$ cat config.mk
export PLATFORM = sky130hd
export DESIGN_NAME = burst_ramp_seq
export DESIGN_NICKNAME = d
export VERILOG_FILES = /design/src/rtl/brs_pkg.sv /design/src/rtl/brs_tick_gen.sv /design/src/rtl/brs_cos_lut.sv /design/src/rtl/brs_edge_interp.sv /design/src/rtl/burst_ramp_seq.sv
export SDC_FILE = /design/constraint.sdc
export NUM_CORES = 1
export LEC_CHECK = 0
export BUFFER_PORTS_ARGS = -buffer_cell sky130_fd_sc_hd__buf_2
export CAP_MARGIN = 20
export CORE_AREA = 2 2 293 295
export CTS_BUF_LIST = sky130_fd_sc_hd__clkbuf_4 sky130_fd_sc_hd__clkbuf_8
export DETAILED_ROUTE_END_ITERATION = 6
export DIE_AREA = 0 0 295 297
export MAX_ROUTING_LAYER = met4
export SLEW_MARGIN = 20
export SYNTH_ARGS = -nofsm -noshare
export SYNTH_HDL_FRONTEND = slang
export SYNTH_SLANG_ARGS = --single-unit
$ cat constraint.sdc
create_clock -name clk_i -period 74 [get_ports clk_i]
set_input_delay 18.5 -clock clk_i [delete_from_list [all_inputs] [get_ports clk_i]]
set_output_delay 18.5 -clock clk_i [all_outputs]
set_load 0.01 [all_outputs]
$ cat src/rtl/brs_pkg.sv
package brs_pkg;
  localparam int CODE_W = 10;
  localparam int TICK_W = 12;
  localparam int LUT_N  = 64;
  localparam int WQ     = 12;

  typedef enum logic [2:0] {
    PH_IDLE, PH_OFS, PH_STEP, PH_RISE, PH_MAX, PH_FALL, PH_ZERO
  } phase_e;

  typedef struct packed {
    logic [CODE_W-1:0] off_lvl;
    logic [CODE_W-1:0] step_lvl;
    logic [CODE_W-1:0] max_lvl;
    logic [TICK_W-1:0] step_t;
    logic [TICK_W-1:0] rise_t;
    logic [TICK_W-1:0] max_t;
    logic [TICK_W-1:0] fall_t;
    logic [TICK_W-1:0] zero_t;
  } prof_t;

  localparam int PROF_W = $bits(prof_t);
endpackage

$ cat src/rtl/brs_tick_gen.sv
module brs_tick_gen #(
  parameter int PRE_W = 8
) (
  input  logic             clk_i,
  input  logic             rst_ni,
  input  logic             clr_i,
  input  logic [PRE_W-1:0] div_i,
  output logic             tick_o
);
  logic [PRE_W-1:0] pc_q;

  assign tick_o = (pc_q == div_i);

  always_ff @(posedge clk_i or negedge rst_ni) begin
    if (!rst_ni)                pc_q <= '0;
    else if (clr_i || tick_o)   pc_q <= '0;
    else                        pc_q <= pc_q + 1'b1;
  end

  assert_tick_gap_R8: assert property (@(posedge clk_i) disable iff (!rst_ni)
    (tick_o && !clr_i && div_i != '0) |=> (!tick_o || div_i == '0));
endmodule

$ cat src/rtl/brs_cos_lut.sv
module brs_cos_lut #(
  parameter int LUT_N = 64,
  parameter int WQ    = 12,
  localparam int IDX_W = $clog2(LUT_N)
) (
  input  logic [IDX_W-1:0] idx_i,
  output logic [WQ:0]      w_o
);
  // sin^2(pi*i/(2N)) in fixed point, Taylor series on a Q20 angle
  function automatic longint sin2_fx(int i);
    longint one, x, term, s, half;
    one  = longint'(1) << 20;
    x    = (longint'(3294199) * i) / (2 * LUT_N);
    term = x;
    s    = x;
    for (int k = 1; k <= 7; k++) begin
      term = -(((term * x) / one) * x / one) / (2 * k * (2 * k + 1));
      s    = s + term;
    end
    half = longint'(1) << (39 - WQ);
    return (s * s + half) >>> (40 - WQ);
  endfunction

  logic [WQ:0] tbl [LUT_N];

  for (genvar gi = 0; gi < LUT_N; gi++) begin : g_tbl
    localparam longint VAL = sin2_fx(gi);
    assign tbl[gi] = (WQ+1)'(VAL);
  end

  assign w_o = tbl[idx_i];
endmodule

$ cat src/rtl/brs_edge_interp.sv
module brs_edge_interp #(
  parameter int CODE_W = 10,
  parameter int TICK_W = 12,
  parameter int LUT_N  = 64,
  parameter int WQ     = 12
) (
  input  logic [CODE_W-1:0] from_i,
  input  logic [CODE_W-1:0] to_i,
  input  logic [TICK_W-1:0] cnt_i,
  input  logic [TICK_W-1:0] len_i,
  output logic [CODE_W-1:0] code_o
);
  localparam int IDX_W = $clog2(LUT_N);
  localparam int NUM_W = TICK_W + IDX_W;
  localparam int PR_W  = CODE_W + WQ + 2;

  logic [NUM_W-1:0] num, quo;
  logic [IDX_W-1:0] idx;
  logic [WQ:0]      w;
  logic signed [CODE_W:0] delta;
  logic signed [PR_W-1:0] prod, sum;

  assign num = {cnt_i, {IDX_W{1'b0}}};
  assign quo = (len_i == '0) ? '0 : num / {{IDX_W{1'b0}}, len_i};
  assign idx = (quo > NUM_W'(LUT_N - 1)) ? IDX_W'(LUT_N - 1) : quo[IDX_W-1:0];

  brs_cos_lut #(.LUT_N(LUT_N), .WQ(WQ)) u_lut (.idx_i(idx), .w_o(w));

  assign delta = $signed({1'b0, to_i}) - $signed({1'b0, from_i});
  assign prod  = delta * $signed({1'b0, w});
  assign sum   = $signed({{(WQ+2){1'b0}}, from_i}) + (prod >>> WQ);

  always_comb begin
    if (sum < 0)                                   code_o = '0;
    else if (sum > $signed(PR_W'({CODE_W{1'b1}}))) code_o = '1;
    else                                           code_o = sum[CODE_W-1:0];
  end
endmodule

$ cat src/rtl/burst_ramp_seq.sv
module burst_ramp_seq
  import brs_pkg::*;
#(
  parameter int NPROF     = 8,
  parameter int PRE_W     = 8,
  parameter int OFS_TICKS = 24,
  localparam int SEL_W    = $clog2(NPROF)
) (
  input  logic                    clk_i,
  input  logic                    rst_ni,
  input  logic                    trig_i,
  input  logic [SEL_W-1:0]        sel_i,
  input  logic [PRE_W-1:0]        div_i,
  input  logic [NPROF*PROF_W-1:0] bank_i,
  output logic [CODE_W-1:0]       code_o,
  output logic                    en_o,
  output logic                    done_o
);
  phase_e            phase_q;
  logic [TICK_W-1:0] cnt_q, len;
  logic [TICK_W:0]   cnt_p1;
  prof_t             prof_q;
  logic              done_q, tick, start, last;
  logic [CODE_W-1:0] e_from, e_to, e_code;

  assign start = (phase_q == PH_IDLE) && trig_i;

  brs_tick_gen #(.PRE_W(PRE_W)) u_tick (
    .clk_i(clk_i), .rst_ni(rst_ni), .clr_i(start), .div_i(div_i), .tick_o(tick));

  always_comb begin
    case (phase_q)
      PH_OFS:  len = TICK_W'(OFS_TICKS);
      PH_STEP: len = prof_q.step_t;
      PH_RISE: len = prof_q.rise_t;
      PH_MAX:  len = prof_q.max_t;
      PH_FALL: len = prof_q.fall_t;
      PH_ZERO: len = prof_q.zero_t;
      default: len = '0;
    endcase
  end

  assign cnt_p1 = {1'b0, cnt_q} + 1'b1;
  assign last   = tick && (cnt_p1 >= {1'b0, len});  // zero length acts as one tick

  always_ff @(posedge clk_i or negedge rst_ni) begin
    if (!rst_ni) begin
      phase_q <= PH_IDLE;
      cnt_q   <= '0;
      prof_q  <= '0;
      done_q  <= 1'b0;
    end else begin
      done_q <= 1'b0;
      if (start) begin
        phase_q <= PH_OFS;
        cnt_q   <= '0;
        prof_q  <= bank_i[sel_i*PROF_W +: PROF_W];
      end else if (phase_q != PH_IDLE && tick) begin
        if (last) begin
          cnt_q <= '0;
          if (phase_q == PH_ZERO) begin
            phase_q <= PH_IDLE;
            done_q  <= 1'b1;
          end else begin
            phase_q <= phase_e'(phase_q + 3'd1);
          end
        end else begin
          cnt_q <= cnt_q + 1'b1;
        end
      end
    end
  end

  assign e_from = (phase_q == PH_FALL) ? prof_q.max_lvl : prof_q.step_lvl;
  assign e_to   = (phase_q == PH_FALL) ? '0 : prof_q.max_lvl;

  brs_edge_interp #(.CODE_W(CODE_W), .TICK_W(TICK_W), .LUT_N(LUT_N), .WQ(WQ)) u_edge (
    .from_i(e_from), .to_i(e_to), .cnt_i(cnt_q), .len_i(len), .code_o(e_code));

  always_comb begin
    case (phase_q)
      PH_OFS:           code_o = prof_q.off_lvl;
      PH_STEP:          code_o = prof_q.step_lvl;
      PH_RISE, PH_FALL: code_o = e_code;
      PH_MAX:           code_o = prof_q.max_lvl;
      default:          code_o = '0;
    endcase
  end

  assign en_o   = (phase_q != PH_IDLE);
  assign done_o = done_q;

  assert_en_onset_R1: assert property (@(posedge clk_i) disable iff (!rst_ni)
    $rose(en_o) |-> ($past(trig_i) && code_o == prof_q.off_lvl));

  assert_ofs_len_R2: assert property (@(posedge clk_i) disable iff (!rst_ni)
    (phase_q == PH_STEP && $past(phase_q) == PH_OFS) |-> ($past(cnt_q) == TICK_W'(OFS_TICKS - 1)));

  assert_rise_bounds_R4: assert property (@(posedge clk_i) disable iff (!rst_ni)
    (phase_q == PH_RISE) |->
      ((code_o >= prof_q.step_lvl && code_o <= prof_q.max_lvl) ||
       (code_o <= prof_q.step_lvl && code_o >= prof_q.max_lvl)));

  assert_fall_bound_R6: assert property (@(posedge clk_i) disable iff (!rst_ni)
    (phase_q == PH_FALL) |-> (code_o <= prof_q.max_lvl));

  assert_profile_hold_R10: assert property (@(posedge clk_i) disable iff (!rst_ni)
    (en_o && $past(en_o)) |-> $stable(prof_q));

  assert_done_pulse_R11: assert property (@(posedge clk_i) disable iff (!rst_ni)
    done_o |-> (!en_o && $past(en_o)) ##1 !done_o);

  assert_idle_quiet_R12: assert property (@(posedge clk_i) disable iff (!rst_ni)
    !en_o |-> (code_o == '0));
endmodule

==> results <==
- The row count is 107.
- Setup repair after global routing left no endpoint under its margin.
- In the synthesized netlist, the number of instances is 2885.
- For this run, design rule violations remaining after detail routing come to 0.
- Input and output buffers added on the ports amount to 745.
- The required time of the worst setup path is 55500 ps.
- The number of filler cells placed in the layout is 8844.
- The initial standard-cell utilization of the core is 30.15%.
- The delay of the slowest cell on the worst path is 740 ps.
- In the synthesized netlist the dominant register cell turns out to be sky130_fd_sc_hd__dfrtp_1.
- Timing would allow up to 14.25 MHz.
- Compared with the post-synthesis result, the final layout area differs by 21.51%.
- In the synthesized netlist the async set-or-reset flop fraction comes to 100.0%.
- The post-synth net total is 3972.
- The setup total negative slack is 0 ps.
- At the pin with the least slew margin, the transition time is 1206 ps.
- The ratio of final minimum period to clock period is 94.86%.
- Setup slack on the critical path of the routed design comes to 3807 ps.
- The slowest library cell on the worst path is sky130_fd_sc_hd__a221oi_1.
- The first global-routing pass estimated 203.1 mm of wire.
- The post-detailed-route wirelength per cell is 31.33 um.
- The clock tree from TritonCTS is built.
- The netlist area before placement is 25470 um^2.
- For this block, the via count after detailed routing is 27570.
- The startpoint of the most critical register-to-register path is phase_q[1].
- The number of distinct library cells after synthesis is 115.
- After floorplanning, the core was sized to cover 84480 um^2.
- For this design the top-level I/O count stands at 746.
- The final layout contains 4623 nets.
- Measured along the y axis, the die boundary spans 297 um.
- The run finished with clean final reports.
- After the first detailed-routing iteration, the DRC count stood at 3097.
- The final-report max-slew violation count is 0.
- The number of warnings reported in the yosys synthesis log is 0.
- The flip-flop and latch count after synthesis is 114.
- The cell chosen for the clock root is sky130_fd_sc_hd__clkbuf_8.
- Of all nets on the critical path, the largest fanout is 27.
- Buffers added to address setup during post-CTS repair amount to 0.
- The synthesized design contains 0 enable-type register cells.
- For this design, the sink count on the clock tree is 114.
- The most used cell along the critical path is sky130_fd_sc_hd__ha_1.
- The tool flagged a number of max-cap violations equal to 0.
- The worst-case hold slack is 488.3 ps.
- The min-delay analysis places its worst path in the category flop to flop.
- Measured against its own limit, the worst slew margin works out to 18.90%.
- For the worst setup path, the data arrival time is 51690 ps.
- The half-perimeter wire length of the detailed placement result is 129.5 mm.
- The worst setup path is of the flop to primary output kind.
- The final hold violation count was 0.
- The startpoint of the tightest hold check path is prof_q[53].
- The weighted congestion at the end of routability-driven global placement is 1.114.
- The number of buffers added by the clock tree synthesis step is 17.
- Setup violations remaining at the end of the flow were counted as 0.
- The final wirelength is 149.6 mm.
- The number of vias per cell after detailed routing is 5.772.
- The smallest clock period supported by the final layout is computed as 70190 ps.
- The clock skew is 20.48 ps.
- The top cell types in the final layout, fill and taps aside, are sky130_fd_sc_hd__buf_2, sky130_fd_sc_hd__nand2_1, sky130_fd_sc_hd__ha_1.
- The global routing usage summed across all routing layers is 34.47%.
- The source-to-sink clock delay at the later pin of the worst-skew pair is 570 ps.
- After clock tree synthesis, the clock-pin slew on the worst setup and hold paths is 80 ps.
- The initial antenna violation count is 122.
- Leaving out fill and tap cells, the most frequent cell in the layout is sky130_fd_sc_hd__buf_2.
- The number of nets still failing antenna checks after routing is 0.
- The minimum setup slack among reg-to-reg paths is 67330 ps.
- The worst setup path is captured at a primary output.
- The path with the worst hold slack has its endpoint at prof_q[53].
- The worst register-to-register path ends at phase_q[1].
- The share of layout cells above drive strength 1 is 31.50%.
- The first detailed-routing pass took 6 iterations.
- The depth of the worst hold-timing path is 2.
- For this run the aggregate overflow at the end of global routing stands at 0.
- The average footprint of a synthesized cell is 8.827 um^2.
- The sequential element share of the synthesized area is 11.20%.
- The deepest level of the CTS H-tree is 4.
- The number of cells on the worst reg-to-reg path is 25.
- The worst setup path is launched from a flop.
- The via count of the first global-routing pass came to 25650.
- The width of the die is 295 um.
- Timing analysis after detailed placement gives a worst setup slack of 4728 ps.
- Entering global routing, the biggest net connects 93 pins.
- The full die area is 87620 um^2.
- The largest buffer count on any clock path is 2.
layout make-up:
cell class | count | area [um^2] | share of cell area, %
Tap cell | 1144 | 1431 | 4.626
Multi-Input combinational cell | 2464 | 21440 | 69.27
Sequential cell | 114 | 2855 | 9.227
Inverter | 153 | 574.3 | 1.856
Clock buffer | 20 | 269.0 | 0.8694
Antenna cell | 83 | 207.7 | 0.6712
Clock inverter | 12 | 106.4 | 0.3437
Timing Repair Buffer | 786 | 4064 | 13.13
state kept, by name, indices dropped and copies added, names as in the netlist:
register     cells
prof_q          90
phase_q          3
done_o           1
u_tick.pc_q      8
cnt_q           12
Yosys cell counts, types with 23 or more instances:
cell type / number / area share (%)
sky130_fd_sc_hd__mux4_2: 180 / 16
sky130_fd_sc_hd__and2_1: 36 / 0.88
sky130_fd_sc_hd__o21a_1: 54 / 1.6
sky130_fd_sc_hd__o21ai_0: 208 / 4.1
sky130_fd_sc_hd__nor3_1: 64 / 1.3
sky130_fd_sc_hd__nor2b_1: 45 / 1.1
sky130_fd_sc_hd__nor2_1: 191 / 2.8
sky130_fd_sc_hd__ha_1: 262 / 13
sky130_fd_sc_hd__fa_1: 91 / 7.2
sky130_fd_sc_hd__mux2i_1: 118 / 4.6
sky130_fd_sc_hd__inv_1: 145 / 2.1
sky130_fd_sc_hd__nand2_1: 288 / 4.2
sky130_fd_sc_hd__buf_1: 26 / 0.38
sky130_fd_sc_hd__dfrtp_1: 114 / 11
sky130_fd_sc_hd__xor2_1: 60 / 2.1
sky130_fd_sc_hd__nand3_1: 37 / 0.73
sky130_fd_sc_hd__nand2b_1: 51 / 1.3
sky130_fd_sc_hd__clkbuf_1: 111 / 1.6
sky130_fd_sc_hd__a21o_1: 50 / 1.5
sky130_fd_sc_hd__a21oi_1: 168 / 3.3
sky130_fd_sc_hd__a31oi_1: 27 / 0.66
sky130_fd_sc_hd__o211ai_1: 23 / 0.68
sky130_fd_sc_hd__mux2_2: 35 / 1.5
sky130_fd_sc_hd__xnor2_1: 77 / 2.6
layer usage:
layer | global-route usage, % | vias to the layer above | share of wire [%] | wire (um)
li1 | - | 12210 | - | -
met2 | 49.15 | 1543 | 43 | 64560
met3 | 11.10 | 225 | 11 | 16870
met1 | 44.22 | 13590 | 41 | 61080
met4 | 15.33 | 0 | 4.7 | 7095
met5 | - | - | 0 | 0
worst max-delay path by stage:
stage                from        end  slack (ps)  cells past startpoint
6_report       phase_q[2]  code_o[9]        3810                    193
5_1_grt        phase_q[2]  code_o[3]          80                    195
4_1_cts        phase_q[2]  code_o[9]        4040                    193
3_5_place_dp   phase_q[2]  code_o[9]        4730                    193
3_3_place_gp   phase_q[2]  code_o[2]        5820                    195
2_1_floorplan  phase_q[0]  code_o[8]       11590                    212
logic make-up after synthesis:
| kind of cell | count (synthesis) | synth area share (%) |
|---|---|---|
| adder cells (fa/ha/maj) | 353 | 20.03 |
| multiplexers | 337 | 22.36 |
| XOR/XNOR | 137 | 4.712 |
| AND/OR/NAND/NOR | 858 | 16.44 |
| AO/OA/AOI/OAI | 779 | 20.51 |
| buffers and inverters | 307 | 4.746 |
| flip-flops | 114 | 11.20 |
timing repair:
item | CTS | global route
endpoints found under the setup margin | 0 | 10
hold buffers | 0 | 0
gates resized for setup | 0 | 2
critical path: cells and delay by family (launching register included):
kind,cells,cell delay [ps]
compound gates,92,20980
simple gates,51,13760
fa+ha+maj,26,9650
mux,10,3540
buf+inv,13,2240
flops,1,730
xor+xnor,1,150
stage by stage:
stage / utilization (%) / cell area [um^2] / std cells
floorplan: - / 25470 / 2885
global placement: 35.93 / 30350 / 4661
detailed placement: 35.93 / 30350 / 4661
CTS: 36.37 / 30730 / 4693
global route: 36.57 / 30900 / 4757
finish: 36.63 / 30940 / 4776
Power is left out: the tool's default activity adds up to more than one toggle a clock period on the data nets, which glitch-free logic cannot reach.
